<file path="src/rtl/wrap3to7_pkg.sv">
package wrap3to7_pkg;

    localparam int CNT_W = 3;

    typedef enum logic [CNT_W-1:0] {
        ST_ILL0 = 3'd0,
        ST_ILL1 = 3'd1,
        ST_ILL2 = 3'd2,
        ST_V3   = 3'd3,
        ST_V4   = 3'd4,
        ST_V5   = 3'd5,
        ST_V6   = 3'd6,
        ST_V7   = 3'd7
    } cnt_state_t;

    typedef enum logic [1:0] {
        T_HOLD    = 2'd0,
        T_STEP    = 2'd1,
        T_WRAP    = 2'd2,
        T_RECOVER = 2'd3
    } cnt_trans_t;

    localparam cnt_state_t LOAD_STATE  = ST_V3;
    localparam cnt_state_t RESET_STATE = ST_V3;

endpackage

</file>
<file path="src/rtl/wrap3to7_incr.sv">
module wrap3to7_incr #(
    parameter int W = 3
) (
    input  logic [W-1:0] val_i,
    output logic [W-1:0] inc_o
);
    // A bit toggles when every bit below it is one.
    assign inc_o[0] = ~val_i[0];

    generate
        for (genvar b = 1; b < W; b++) begin : g_bit
            assign inc_o[b] = val_i[b] ^ (&val_i[b-1:0]);
        end
    endgenerate

endmodule

</file>
<file path="src/rtl/wrap3to7_ctrl.sv">
module wrap3to7_ctrl
    import wrap3to7_pkg::*;
(
    input  cnt_state_t cur_i,
    input  logic       en_i,
    output cnt_trans_t trans_o
);
    always_comb begin
        trans_o = T_HOLD;
        if (en_i) begin
            unique case (cur_i)
                ST_ILL0, ST_ILL1, ST_ILL2: trans_o = T_RECOVER;
                ST_V3, ST_V4, ST_V5, ST_V6: trans_o = T_STEP;
                ST_V7:                      trans_o = T_WRAP;
                default:                    trans_o = T_RECOVER;
            endcase
        end
    end

endmodule

</file>
<file path="src/rtl/wrap3to7_mux.sv">
module wrap3to7_mux
    import wrap3to7_pkg::*;
(
    input  cnt_trans_t       trans_i,
    input  cnt_state_t       cur_i,
    input  logic [CNT_W-1:0] inc_i,
    output cnt_state_t       nxt_o
);
    always_comb begin
        unique case (trans_i)
            T_HOLD:    nxt_o = cur_i;
            T_STEP:    nxt_o = cnt_state_t'(inc_i);
            T_WRAP:    nxt_o = LOAD_STATE;
            T_RECOVER: nxt_o = LOAD_STATE;
            default:   nxt_o = LOAD_STATE;
        endcase
    end

endmodule

</file>
<file path="src/rtl/wrap3to7_state_reg.sv">
module wrap3to7_state_reg
    import wrap3to7_pkg::*;
(
    input  logic       clk,
    input  logic       rst,
    input  cnt_state_t nxt_i,
    output cnt_state_t state_o
);
    cnt_state_t state_q;

    always_ff @(posedge clk) begin
        if (rst) begin
            state_q <= RESET_STATE;
        end else begin
            state_q <= nxt_i;
        end
    end

    assign state_o = state_q;

endmodule

</file>
<file path="src/rtl/wrap3to7_counter.sv">
module wrap3to7_counter
    import wrap3to7_pkg::*;
(
    input  logic             clk,
    input  logic             rst,
    input  logic             en,
    output logic [CNT_W-1:0] count
);
    cnt_state_t       state;
    cnt_state_t       nxt;
    cnt_trans_t       trans;
    logic [CNT_W-1:0] inc;

    wrap3to7_incr #(.W(CNT_W)) u_incr (
        .val_i (state),
        .inc_o (inc)
    );

    wrap3to7_ctrl u_ctrl (
        .cur_i   (state),
        .en_i    (en),
        .trans_o (trans)
    );

    wrap3to7_mux u_mux (
        .trans_i (trans),
        .cur_i   (state),
        .inc_i   (inc),
        .nxt_o   (nxt)
    );

    wrap3to7_state_reg u_state_reg (
        .clk     (clk),
        .rst     (rst),
        .nxt_i   (nxt),
        .state_o (state)
    );

    always_comb begin
        count = state;
    end

endmodule

</file>
<file path="config.mk">
export PLATFORM = sky130hd
export DESIGN_NAME = wrap3to7_counter
export DESIGN_NICKNAME = d
export VERILOG_FILES = /design/src/rtl/wrap3to7_pkg.sv /design/src/rtl/wrap3to7_incr.sv /design/src/rtl/wrap3to7_ctrl.sv /design/src/rtl/wrap3to7_mux.sv /design/src/rtl/wrap3to7_state_reg.sv /design/src/rtl/wrap3to7_counter.sv
export SDC_FILE = /design/constraint.sdc
export NUM_CORES = 1
export LEC_CHECK = 0
export BUFFER_PORTS_ARGS = -buffer_cell sky130_fd_sc_hd__buf_2
export CORE_AREA = 4 4 41 43
export DETAILED_ROUTE_END_ITERATION = 8
export DIE_AREA = 0 0 45 47
export SYNTH_ARGS = -nofsm -noshare
export SYNTH_HDL_FRONTEND = slang
export SYNTH_SLANG_ARGS = --single-unit
export TNS_END_PERCENT = 100
</file>
<file path="constraint.sdc">
create_clock -name clk -period 1.86 [get_ports clk]
set_input_delay 0.372 -clock clk [delete_from_list [all_inputs] [get_ports clk]]
set_output_delay 0.372 -clock clk [all_outputs]
set_load 0.005 [all_outputs]
</file>
==> impl_metrics.yaml <==
cts:
  clk_latency_ns: 0.24
  post_cts_resized: 0
  cts_hold_buf: 0
  ctsLongestPathBuffers: 2
  cts_inserted_buffers: 3
  post_cts_buffers: 0
  path_clk_slew_ns: 0.04
  root_buffer: "clkbuf_4"
  cts.sinks: 5
  cts_tree: "done"
  htreeDepth: 1
setup_path:
  start_kind: "flop"
  crit_required_ns: 1.98
  arrival_ns: 1.64
  endpoint_kind: "flop"
  critical_path_class: "reg -> reg"
  path_max_fanout: 6
global_route:
  grt_pass1_wl_um: 745
  grt.overflow.total: 0
  grtUsageTotal_pct: 5.61
  antenna_found_initial: 0
  grt_max_degree: 7
  first_global_vias: 210
die:
  core_area_mm2: 0.00130
  row_count: 13
  dieHeight_um: 47
  io_pins: 6
  die_x_um: 45
  start_util_pct: 17.6
  die_area_mm2: 0.00212
placement:
  dpl.hpwl_um: 422
  dpl_cell_area_um2: 273
  port_buffers: 5
  routabilityCongestion: 0.650
  dp_cells: 47
timing:
  slew_violations: 0
  skew_ns: 0.00316
  hold_viol_final: 0
  final-setup-viol-count: 0
  fin_crit_ns: 1.51
  worstMarginPinSlew_ns: 0.307
  max_freq_mhz: 660
  finalSetupTns_ns: 0
  period_share_pct: 81.4
  rsz0062_at_grt: "false"
  finalHoldWorstSlack_ns: 0.349
  relSlewSlack_pct: 79.2
detailed_routing:
  routed_wl_um: 511
  drc_errors: 0
  avgViaCountPerCell: 4.16
  routed-via-count: 212
  avgRoutedWirePerCell_um: 10.0
  drt-initial-drc-count: 2
  ant_nets: 0
  drt_pass1_iterations: 2
synthesis:
  syn_inst: 27
  yosysSeqAreaShare_pct: 43.7
  syn_nets: 31
  synth_area_per_cell_um2: 8.48
  netlist_area_um2: 229
  ys_ff_latch: 5
  synth-warning-count: 0
  synth.distinct_cells: 15
final_layout:
  layout_common_cells: "nand2_1 (5), dfxtp_1 (5), buf_2 (5)"
  nets: 41
  area_growth_pct: 30.6
  finalInstanceArea_um2: 299
  drive_gt1_share_pct: 30.6
  n_antenna_cell: 0
  final_cells: 51
pwr:
  leakage_uw: 0.000137
  powerDensity_mw_per_mm2: 1480
  ir_worst_vdd_mv: 0.349
outcome:
  status: "completed"
worst_hold_path:
  holdCritPathClass: "in -> reg"
flow_run:
  cap_violations: 0
worst max-delay path, cell delays in order (launching register included):
cell	delay [ns]
dfxtp_1	0.42
ha_1	0.20
nand2_1	0.05
or4_4	0.41
a21oi_2	0.21
xnor2_1	0.10
Yosys cell counts:
master	number	area, µm²
o311ai_1	1	8.76
nand3b_1	1	7.51
xnor2_1	1	8.76
a21oi_2	1	8.76
a31oi_1	2	12.5
o21ai_1	2	10.0
ha_1	1	12.5
a21oi_1	1	5.00
nand2_1	5	18.8
inv_2	1	3.75
or4_4	1	11.3
inv_1	2	7.51
dfxtp_1	5	100
o22ai_1	1	6.26
nor2_1	2	7.51
final cells by class:
type | count | area (µm²)
clock buffer | 4 | 26.3
tap | 15 | 18.8
sequential | 5 | 100
multi-input combinational | 19 | 118
fill | 163 | 1000
inverter | 3 | 11.3
timing repair buffer | 5 | 25.0
stage by stage:
step | util, % | total power [µW] | setup slack [ns]
2_1_floorplan | - | 274 | 0.471
6_report | 23.0 | 441 | 0.345
5_1_grt | 23.0 | 469 | 0.289
4_1_cts | 23.0 | 449 | 0.350
3_3_place_gp | 21.0 | 312 | 0.407
3_5_place_dp | 21.0 | 321 | 0.365
kinds of logic (layout without fill, tap and decap cells):
family	Yosys count	count (layout)	share of synthesized area, %
flip-flops	5	5	43.7
adder cells (fa/ha/maj)	1	1	5.46
XOR/XNOR	1	1	3.83
AND/OR/NAND/NOR	9	9	19.7
buffers and inverters	3	12	4.92
AO/OA/AOI/OAI	8	8	22.4
power breakdown:
part           leakage [µW]  switching, µW  internal, µW
sequential        0.0000414           37.6           141
combinational     0.0000808           66.6          72.8
clock             0.0000150           42.6          81.0
total              0.000137            147           294
final timing paths:
path	slack, ns	start	end	cells past startpoint
max reg2reg	0.35	u_state_reg.state_o[0]	flop	5
min reg2reg	0.55	u_state_reg.state_o[2]	u_state_reg.state_o[2]	2
max	0.35	u_state_reg.state_o[0]	flop	5
min	0.35	rst	u_state_reg.state_o[2]	2
layer usage:
metal | global-route usage [%] | share of wire [%] | vias to the layer above
li1 | - | - | 113
met5 | 0 | 0 | -
met2 | 8.76 | 54 | 3
met1 | 3.86 | 37 | 96
met3 | 3.07 | 8.4 | 0
met4 | 8.77 | 0 | 0
(Power assumes the default switching activity.)
